[config.mk]
export PLATFORM = sky130hd
export DESIGN_NAME = dev_reset_sequencer
export DESIGN_NICKNAME = d
export VERILOG_FILES = /design/src/rtl/rst_seq_pkg.sv /design/src/rtl/rst_seq_tick.sv /design/src/rtl/rst_seq_timer.sv /design/src/rtl/rst_seq_judge.sv /design/src/rtl/dev_reset_sequencer.sv
export SDC_FILE = /design/constraint.sdc
export NUM_CORES = 1
export LEC_CHECK = 0
export ABC_CLOCK_PERIOD_IN_PS = 2790
export BUFFER_PORTS_ARGS = -buffer_cell sky130_fd_sc_hd__buf_4
export CAP_MARGIN = 20
export CORE_MARGIN = 4
export CORE_UTILIZATION = 55
export CTS_CLUSTER_DIAMETER = 40
export DETAILED_ROUTE_END_ITERATION = 12
export HOLD_SLACK_MARGIN = 0.02
export PLACE_DENSITY = 0.75
export SYNTH_ARGS = -nofsm -noshare
export SYNTH_HDL_FRONTEND = slang
export SYNTH_SLANG_ARGS = --single-unit
[constraint.sdc]
create_clock -name clk -period 2.79 [get_ports clk]
set_clock_uncertainty 0.05 [all_clocks]
set_input_delay 0.279 -clock clk [delete_from_list [all_inputs] [get_ports clk]]
set_output_delay 0.279 -clock clk [all_outputs]
set_load 0.01 [all_outputs]
[src/rtl/rst_seq_pkg.sv]
package rst_seq_pkg;

    typedef enum logic [2:0] {
        SEQ_IDLE     = 3'd0,
        SEQ_HOLD     = 3'd1,
        SEQ_WAIT_CLK = 3'd2,
        SEQ_SETTLE   = 3'd3,
        SEQ_SYNTH    = 3'd4,
        SEQ_SERIAL   = 3'd5,
        SEQ_CHECK    = 3'd6
    } seq_state_e;

    // Prescaler ratio; never below one cycle per tick.
    function automatic int unsigned cycles_per_tick(input int unsigned clk_hz,
                                                    input int unsigned tick_hz);
        int unsigned r;
        r = (tick_hz == 0) ? 1 : clk_hz / tick_hz;
        return (r == 0) ? 1 : r;
    endfunction

    function automatic int unsigned max_of4(input int unsigned a, input int unsigned b,
                                            input int unsigned c, input int unsigned d);
        int unsigned m;
        m = a;
        if (b > m) m = b;
        if (c > m) m = c;
        if (d > m) m = d;
        return m;
    endfunction

endpackage

[src/rtl/rst_seq_tick.sv]
module rst_seq_tick #(
    parameter int unsigned DIV = 4
) (
    input  logic clk,
    input  logic rst_n,
    input  logic clear_i,
    output logic tick_o
);
    localparam int unsigned CW = (DIV > 1) ? $clog2(DIV) : 1;
    localparam logic [CW-1:0] LAST = CW'(DIV - 1);

    logic [CW-1:0] cnt_d, cnt_q;

    assign tick_o = (cnt_q == LAST);

    always_comb begin
        cnt_d = cnt_q;
        if (clear_i) begin
            cnt_d = '0;
        end else if (cnt_q == LAST) begin
            cnt_d = '0;
        end else begin
            cnt_d = cnt_q + 1'b1;
        end
    end

    always_ff @(posedge clk or negedge rst_n) begin
        if (!rst_n) cnt_q <= '0;
        else        cnt_q <= cnt_d;
    end

    generate
        if (DIV > 1) begin : g_tick_chk
            AST_TICK_SPACING: assert property (@(posedge clk) disable iff (!rst_n)
                (tick_o && !clear_i) |=> !tick_o) else $error("tick repeated");
        end
    endgenerate

endmodule

[src/rtl/rst_seq_timer.sv]
module rst_seq_timer #(
    parameter int unsigned TW = 8
) (
    input  logic          clk,
    input  logic          rst_n,
    input  logic          load_i,
    input  logic [TW-1:0] ticks_i,
    input  logic          tick_i,
    output logic          expired_o
);
    logic [TW-1:0] cnt_d, cnt_q;

    assign expired_o = (cnt_q == '0);

    always_comb begin
        cnt_d = cnt_q;
        if (load_i) begin
            cnt_d = ticks_i;
        end else if (tick_i && cnt_q != '0) begin
            cnt_d = cnt_q - 1'b1;
        end
    end

    always_ff @(posedge clk or negedge rst_n) begin
        if (!rst_n) cnt_q <= '0;
        else        cnt_q <= cnt_d;
    end

    AST_TIMER_NO_WRAP: assert property (@(posedge clk) disable iff (!rst_n)
        (cnt_q == '0 && !load_i) |=> (cnt_q == '0)) else $error("timer wrapped");

    AST_TIMER_STEP: assert property (@(posedge clk) disable iff (!rst_n)
        (!load_i && !tick_i) |=> $stable(cnt_q)) else $error("timer moved without tick");

endmodule

[src/rtl/rst_seq_judge.sv]
module rst_seq_judge #(
    parameter int unsigned          NUM_LOCK  = 4,
    parameter logic [NUM_LOCK-1:0]  LOCK_MASK = '1
) (
    input  logic                rst_timer_done_i,
    input  logic [NUM_LOCK-1:0] lock_lost_i,
    input  logic                serdes_timer_done_i,
    output logic                good_o
);
    logic [NUM_LOCK-1:0] watched;

    generate
        for (genvar i = 0; i < NUM_LOCK; i++) begin : g_lock
            if (LOCK_MASK[i]) begin : g_on
                assign watched[i] = lock_lost_i[i];
            end else begin : g_off
                assign watched[i] = 1'b0;
            end
        end
    endgenerate

    assign good_o = rst_timer_done_i && serdes_timer_done_i && (watched == '0);

endmodule

[src/rtl/dev_reset_sequencer.sv]
module dev_reset_sequencer
    import rst_seq_pkg::*;
#(
    parameter int unsigned         CLK_HZ       = 250_000_000,
    parameter int unsigned         TICK_HZ      = 10_000,
    parameter int unsigned         HOLD_TICKS   = 10,
    parameter int unsigned         SETTLE_TICKS = 20,
    parameter int unsigned         SYNTH_TICKS  = 150,
    parameter int unsigned         SERIAL_TICKS = 2,
    parameter int unsigned         MAX_ATTEMPTS = 3,
    parameter int unsigned         NUM_LOCK     = 4,
    parameter logic [NUM_LOCK-1:0] LOCK_MASK    = '1
) (
    input  logic                clk,
    input  logic                rst_n,
    input  logic                start_i,
    input  logic                clk_stable_i,
    input  logic                rst_timer_done_i,
    input  logic [NUM_LOCK-1:0] lock_lost_i,
    input  logic                serdes_timer_done_i,
    output logic                dev_rst_n_o,
    output logic                busy_o,
    output logic                done_o,
    output logic                pass_o,
    output logic                fail_o
);
    localparam int unsigned DIV    = cycles_per_tick(CLK_HZ, TICK_HZ);
    localparam int unsigned MAXT   = max_of4(HOLD_TICKS, SETTLE_TICKS, SYNTH_TICKS, SERIAL_TICKS);
    localparam int unsigned TW     = $clog2(MAXT + 1);
    localparam int unsigned ATT_W  = (MAX_ATTEMPTS > 1) ? $clog2(MAX_ATTEMPTS) : 1;
    localparam logic [ATT_W-1:0] LAST_ATT = ATT_W'(MAX_ATTEMPTS - 1);

    typedef struct packed {
        seq_state_e       state;
        logic [ATT_W-1:0] attempt;
        logic             done;
        logic             pass;
        logic             fail;
    } seq_regs_t;

    seq_regs_t cur_q, nxt_d;

    logic          load_d;
    logic [TW-1:0] load_val_d;
    logic          tick;
    logic          expired;
    logic          status_good;

    rst_seq_tick #(.DIV(DIV)) u_tick (
        .clk     (clk),
        .rst_n   (rst_n),
        .clear_i (load_d),
        .tick_o  (tick)
    );

    rst_seq_timer #(.TW(TW)) u_timer (
        .clk       (clk),
        .rst_n     (rst_n),
        .load_i    (load_d),
        .ticks_i   (load_val_d),
        .tick_i    (tick),
        .expired_o (expired)
    );

    rst_seq_judge #(.NUM_LOCK(NUM_LOCK), .LOCK_MASK(LOCK_MASK)) u_judge (
        .rst_timer_done_i    (rst_timer_done_i),
        .lock_lost_i         (lock_lost_i),
        .serdes_timer_done_i (serdes_timer_done_i),
        .good_o              (status_good)
    );

    always_comb begin
        nxt_d      = cur_q;
        nxt_d.done = 1'b0;
        load_d     = 1'b0;
        load_val_d = '0;
        unique case (cur_q.state)
            SEQ_IDLE: begin
                if (start_i) begin
                    nxt_d.state   = SEQ_HOLD;
                    nxt_d.attempt = '0;
                    nxt_d.pass    = 1'b0;
                    nxt_d.fail    = 1'b0;
                    load_d        = 1'b1;
                    load_val_d    = TW'(HOLD_TICKS);
                end
            end
            SEQ_HOLD: begin
                if (expired) nxt_d.state = SEQ_WAIT_CLK;
            end
            SEQ_WAIT_CLK: begin
                if (clk_stable_i) begin
                    nxt_d.state = SEQ_SETTLE;
                    load_d      = 1'b1;
                    load_val_d  = TW'(SETTLE_TICKS);
                end
            end
            SEQ_SETTLE: begin
                if (expired) begin
                    nxt_d.state = SEQ_SYNTH;
                    load_d      = 1'b1;
                    load_val_d  = TW'(SYNTH_TICKS);
                end
            end
            SEQ_SYNTH: begin
                if (expired) begin
                    nxt_d.state = SEQ_SERIAL;
                    load_d      = 1'b1;
                    load_val_d  = TW'(SERIAL_TICKS);
                end
            end
            SEQ_SERIAL: begin
                if (expired) nxt_d.state = SEQ_CHECK;
            end
            SEQ_CHECK: begin
                if (status_good) begin
                    nxt_d.state = SEQ_IDLE;
                    nxt_d.pass  = 1'b1;
                    nxt_d.done  = 1'b1;
                end else if (cur_q.attempt == LAST_ATT) begin
                    nxt_d.state = SEQ_IDLE;
                    nxt_d.fail  = 1'b1;
                    nxt_d.done  = 1'b1;
                end else begin
                    nxt_d.state   = SEQ_HOLD;
                    nxt_d.attempt = cur_q.attempt + 1'b1;
                    load_d        = 1'b1;
                    load_val_d    = TW'(HOLD_TICKS);
                end
            end
            default: begin
                nxt_d.state = SEQ_IDLE;
            end
        endcase
    end

    always_ff @(posedge clk or negedge rst_n) begin
        if (!rst_n) begin
            cur_q.state   <= SEQ_IDLE;
            cur_q.attempt <= '0;
            cur_q.done    <= 1'b0;
            cur_q.pass    <= 1'b0;
            cur_q.fail    <= 1'b0;
        end else begin
            cur_q <= nxt_d;
        end
    end

    assign dev_rst_n_o = !(cur_q.state == SEQ_HOLD ||
                           cur_q.state == SEQ_WAIT_CLK ||
                           cur_q.state == SEQ_SETTLE);
    assign busy_o = (cur_q.state != SEQ_IDLE);
    assign done_o = cur_q.done;
    assign pass_o = cur_q.pass;
    assign fail_o = cur_q.fail;

    AST_RELEASE_AFTER_SETTLE: assert property (@(posedge clk) disable iff (!rst_n)
        $rose(dev_rst_n_o) |-> ($past(cur_q.state) == SEQ_SETTLE && $past(expired)))
        else $error("reset released early");

    AST_CLK_STABLE_SEEN: assert property (@(posedge clk) disable iff (!rst_n)
        (cur_q.state == SEQ_SETTLE && $past(cur_q.state) == SEQ_WAIT_CLK) |-> $past(clk_stable_i))
        else $error("settle entered without stable clocks");

    AST_PASS_NEEDS_STATUS: assert property (@(posedge clk) disable iff (!rst_n)
        $rose(pass_o) |-> $past(rst_timer_done_i && serdes_timer_done_i &&
                                ((lock_lost_i & LOCK_MASK) == '0)))
        else $error("pass without good status");

    AST_ATTEMPT_LIMIT: assert property (@(posedge clk) disable iff (!rst_n)
        cur_q.attempt <= LAST_ATT) else $error("attempt count overrun");

    AST_RESULT_EXCLUSIVE: assert property (@(posedge clk) disable iff (!rst_n)
        !(pass_o && fail_o)) else $error("pass and fail together");

    AST_DONE_SINGLE: assert property (@(posedge clk) disable iff (!rst_n)
        done_o |=> !done_o) else $error("done longer than one cycle");

    AST_BUSY_START_IGNORED: assert property (@(posedge clk) disable iff (!rst_n)
        (busy_o && start_i && cur_q.state != SEQ_CHECK) |=> busy_o)
        else $error("start during run ended it");

    AST_DONE_NOT_BUSY: assert property (@(posedge clk) disable iff (!rst_n)
        done_o |-> !busy_o) else $error("done while busy");

endmodule

## After elaboration in Yosys (flattened, before gate mapping)

Cells that the tools add are included.

- Output and inout port bits: 5
- Logic and storage cells: 83
- Register bits: 31
- Input port bits: 10

- Eq/ne operators: 18
- Reductions and logical operators: 18
- $add $sub $neg: 3
- Mux-type cells: 37

Operators with widths:

| kind | number |
|---|---|
| $pmux W8 S5 | 1 |
| $mux W15 | 2 |
| $mux W8 | 3 |
| $pmux W3 S7 | 1 |
| $ne A2 B2 Y1 const B | 10 |
| $add A15 B1 Y15 const B | 1 |
| $eq A15 B15 Y1 const B | 1 |
| $mux W3 | 5 |
| $mux W1 | 13 |
| $mux W4 | 3 |
| $mux W5 | 2 |
| $eq A3 B3 Y1 const B | 3 |
| $logic_not A8 Y1 | 1 |
| $mux W2 | 4 |
| $pmux W2 S2 | 2 |
| $reduce_and A4 Y1 | 2 |
| $reduce_bool A8 Y1 | 1 |
| $sub A8 B1 Y8 const B | 1 |
| $eq A3 B2 Y1 const B | 2 |
| $reduce_and A6 Y1 | 1 |
| $logic_not A4 Y1 | 1 |
| $pmux W1 S4 | 1 |
| $reduce_bool A2 Y1 | 2 |
| $eq A3 B1 Y1 const B | 1 |
| other kinds (9) | 12 |

## Longest topological paths before layout

- Depth after elaboration: 5
- Depth in mapped cells: 8
- Depth with buffers taken out: 7

## By module

From an unflattened synthesis, not the netlist that was laid out.

- Cells, all modules: 188
- Area, all modules: 1,794.2 um2

Modules (own cells, without submodules):

| module | instances | cells each | sequential area each (um2) | area an instance (um2) |
|---|---|---|---|---|
| rst_seq_tick | 1 | 76 | 375.4 | 770.7 |
| rst_seq_timer | 1 | 58 | 200.2 | 528.0 |
| dev_reset_sequencer | 1 | 52 | 200.2 | 483.0 |
| rst_seq_judge | 1 | 2 | 0.0 | 12.5 |

## Worst setup path after synthesis

No wires, ideal clock.

- Path type: register to register
- From: register u_tick.cnt_q[10]
- To: register u_timer.cnt_q[1]
- Arrival: 1.787 ns
- Clock period less this slack: 1.961 ns
- Buffers on the path: 1
- Stages on the path, launching flop included: 7
- Setup slack: 0.829 ns
- Cells stage by stage: dfrtp_1 or4_4 nor4_4 and2_1 buf_4 o2111ai_1 o31a_1

- Cells in the longest elaborated chain, start to end: 3

Ends and longest elaborated chain:

| what | RTL line | text |
|---|---|---|
| from (decl) | rst_seq_tick.sv:12 | `logic [CW-1:0] cnt_d, cnt_q;` |
| from (signal assigned) | rst_seq_tick.sv:29 | `else cnt_q <= cnt_d;` |
| $eq A15 B15 Y1 | rst_seq_tick.sv:14 | `assign tick_o = (cnt_q == LAST);` |
| $logic_and A1 B1 Y1 | rst_seq_timer.sv:19 | `end else if (tick_i && cnt_q != '0) begin` |
| $reduce_bool A2 Y1 (no line) | - |  |
| to (signal assigned) | rst_seq_timer.sv:26 | `else cnt_q <= cnt_d;` |
| to (decl) | rst_seq_timer.sv:11 | `logic [TW-1:0] cnt_d, cnt_q;` |

No other way between the ends.
A chain may end at the register's enable or synchronous reset.

## Worst setup path after layout

- From: register u_timer.cnt_q[0]
- To: register u_tick.cnt_q[3]

- Cells in the longest elaborated chain, start to end: 4

Ends and longest elaborated chain:

| what | RTL line | text |
|---|---|---|
| $logic_not A8 Y1 | rst_seq_timer.sv:13 | `assign expired_o = (cnt_q == '0);` |
| $mux W1 | dev_reset_sequencer.sv:99, dev_reset_sequencer.sv:106 |  |
| $pmux W1 S4 | dev_reset_sequencer.sv:77 | `unique case (cur_q.state)` |
| $mux W15 | rst_seq_tick.sv:18 | `if (clear_i) begin` |
| via u_tick.cnt_d[3] | rst_seq_tick.sv:12 |  |

The timed path passes the listed nets, and every way through them passes these cells.

==> results by group <==
Run status
  – Run status: finished, final reports clean

Routing
  – Vias: 1,316
  – # DRC: 0
  – Routed len/inst: 14.2 µm
  – TritonRoute pass-1 iters: 4
  – Total Routed Length: 3160 µm
  – Wire length on met2: 1510 µm
  – Post-DRT Antenna Nets: 0
  – 1st-iter DRT viols: 49
  – Number of vias per cell: 5.93
  – WL met3: roughly 160 µm
  – Top sig layer: met4
  – M1 wire length: 1430 µm

Placed design
  – Hpwl dp: 2280 µm
  – Dpl cells: about 210
  – # port buffers: 14
  – GP Congestion: 0.885
  – Post-DP Area: 1800 µm²

Clock network
  – Clock-pin slew on the worst setup and hold paths: 100 ps
  – Count of cells resized by post-cts repair: 0
  – CTS max path bufs: 2
  – CTS Root Cell: clkbuf_4
  – TritonCTS Buffers: 5
  – CTS HTree Levels: 2
  – Worst skew pair latency: 330 ps
  – CTS tree: built
  – Total clock sinks: 31

Synthesis
  – Seq/Total Area, Yosys: 46.1%
  – Synth cell types: 46
  – Largest cells by area after synthesis: dfrtp_1 46%, xor2_1 6.8%, nor2_1 5.4%, nand3_1 3.6%, ha_1 3.0%
  – Syn Inst Count: approximately 170
  – Yosys Warn Count: 0
  – Mapped Area: 1680 µm²
  – Yosys top cell area share: 46.1%
  – Number of synthesized flops with an enable pin: 0
  – Top cell type by total area after synthesis: dfrtp_1
  – Post-Syn Nets: 186
  – Top_reg_cell synth: dfrtp_1
  – Avg Synthesized Cell Area: 9.78 µm²
  – Async SR Flop Fraction: between 90% and 100%
  – Yosys reg bits: 31

Critical path
  – Slowest cell on the critical path: nand3b_1
  – Crit Path Class: reg2reg
  – Critical Path AT: ~2400 ps
  – Crit-path max FO: 14
  – CP Cell Sequence: inv_1 -> ha_1 -> nor3b_1 -> nand2_1 -> o21a_1 -> nand3b_1 -> nor2_1
  – Crit. End Element: flop
  – Max incr delay on CP: 460 ps
  – Req. time, crit path: between 2000 and 3000 ps
  – Startpoint Class: flop

Global routing
  – First-pass GRT wire length: 5420 µm
  – Largest net degree at the start of global routing: 32
  – Vias in the first global route: 1,267
  – Total Routing Usage GR: ~17%
  – Initial antenna violation count: 0
  – GRT overflow: 0

STA
  – Relative slew slack: 62.0%
  – Fmax: 0.436 GHz
  – Setup Viol. Count Final: 0
  – Fin crit period: about 2300 ps
  – Fin. Hold Viols: 0
  – Worst slew pin tran: about 560 ps
  – RSZ-0062 raised after global routing: no
  – Setup tns final: 0 ps
  – Tcrit/Tclk final: 82.2%
  – Final Max Slew Viols: 0

Pwr
  – Pwr Density: 605 nW/µm²
  – Leakage power: 0.862 nW
  – Worst VDD drop: 454 µV

Floorplanning
  – IO Count: 15
  – Die span in y: 63.3 µm
  – Total die area: 4010 µm²
  – Floorplan row count: 19
  – DIE WIDTH: 63.3 µm
  – Total core area: 2830 µm²
  – Initial Util: 59.5%

Job
  – Max_cap viols: 0

Cells and area
  – Share of post-route cells with drive strength above 1: 16.2%
  – Design area: 1900 µm²
  – Final #Nets: 204
  – N_diodes: 0
  – Non-filler instance count after layout: 222
  – Area grow syn2layout: 12.9%

Worst hold path
  – Hold WC Path Type: in2reg
per-layer routing:
metal	up-vias	GRT usage (%)
met4	0	7.55
met5	-	0
li1	649	-
met1	629	20.6
met3	7	4.62
met2	31	28.7
layout by cell type, fill, tap and decap left out, types with 2 or more instances in the layout:
cell	count
and3_1	3
nand4_1	5
and2_1	3
xnor2_1	5
o21ai_0	7
nor3_1	2
a21oi_1	2
nor2_1	24
ha_1	4
a31oi_1	3
o31a_1	2
inv_1	7
a21o_1	2
xor2_1	13
dfrtp_1	31
buf_4	14
nor3b_1	2
nor4_4	2
nand3_1	12
nor2b_1	3
nand2_1	13
clkbuf_4	5
flip-flops by register name (all words and copies together), names as in the netlist:
name,flops
cur_q,5
done_o,1
fail_o,1
pass_o,1
u_tick.cnt_q,15
u_timer.cnt_q,8
final timing paths:
kind	cells past startpoint	startpoint	endpoint	slack, ps
worst max-delay path	7	u_timer.cnt_q[0]	u_tick.cnt_q[3]	500
worst min-delay path	4	start_i	pass_o	290
worst max register to register	7	u_timer.cnt_q[0]	u_tick.cnt_q[3]	500
worst min register to register	1	u_tick.cnt_q[0]	u_tick.cnt_q[0]	410
max in group asynchronous	2	rst_n	u_tick.cnt_q[0]	2050
min in group asynchronous	2	rst_n	u_tick.cnt_q[8]	350
cells by family after synthesis:
kind of cell,share of synthesized area (%)
AOI/OAI and AO/OA,12.0
DFF,46.1
adders and majority gates,2.97
buffers and inverters,2.97
muxes,0.595
and+or+nand+nor,25.9
xor gates and xnor gates,9.37
metrics by stage:
stage               utilization (%)  total power, mW  worst slack, ps  hold slack [ps]
floorplan                         -            0.710              829            -66.6
global placement               63.7            0.782              574              175
detailed placement             63.7            0.789              548              182
CTS                            67.1             1.16              517              293
global route                   67.1             1.22              324              303
finish                         67.1             1.15              495              291
cell type report:
type                    instances  area [µm²]
fillers                       238         930
repair buffers                 15         115
well taps                      31        38.8
flip-flops and latches         31         776
multi-input cells             130         857
clock inverters                 2        35.0
clock buffers                   6        51.3
inverters                       7        26.3
timing repair:
action,in CTS,in global routing
endpoints found under the hold margin,31,0
buffers inserted,0,0
hold buffers,1,0
Yosys cell counts (4+ instances only):
cell type  number
dfrtp_1        31
ha_1            4
inv_1           7
nand2_1        13
nand3_1        12
nand4_1         5
nor2_1         24
o21ai_0         7
xnor2_1         5
xor2_1         13
where the power goes:
part / total (mW) / leakage (nW) / switching, mW / internal, mW
Clock: 0.369 / 0.0482 / 0.157 / 0.212
Sequential: 0.530 / 0.414 / 0.0387 / 0.491
Combinational: 0.250 / 0.400 / 0.146 / 0.104
worst max-delay path, delay by kind of cell, from the launching register on:
kind / cells / cell delay (ps)
flip-flops: 1 / 410
AND/OR/NAND/NOR: 4 / 1180
AO/OA/AOI/OAI: 1 / 290
adder cells (fa/ha/maj): 1 / 130
buffers and inverters: 1 / 90
No activity file was read; power rests on OpenSTA's default activity.
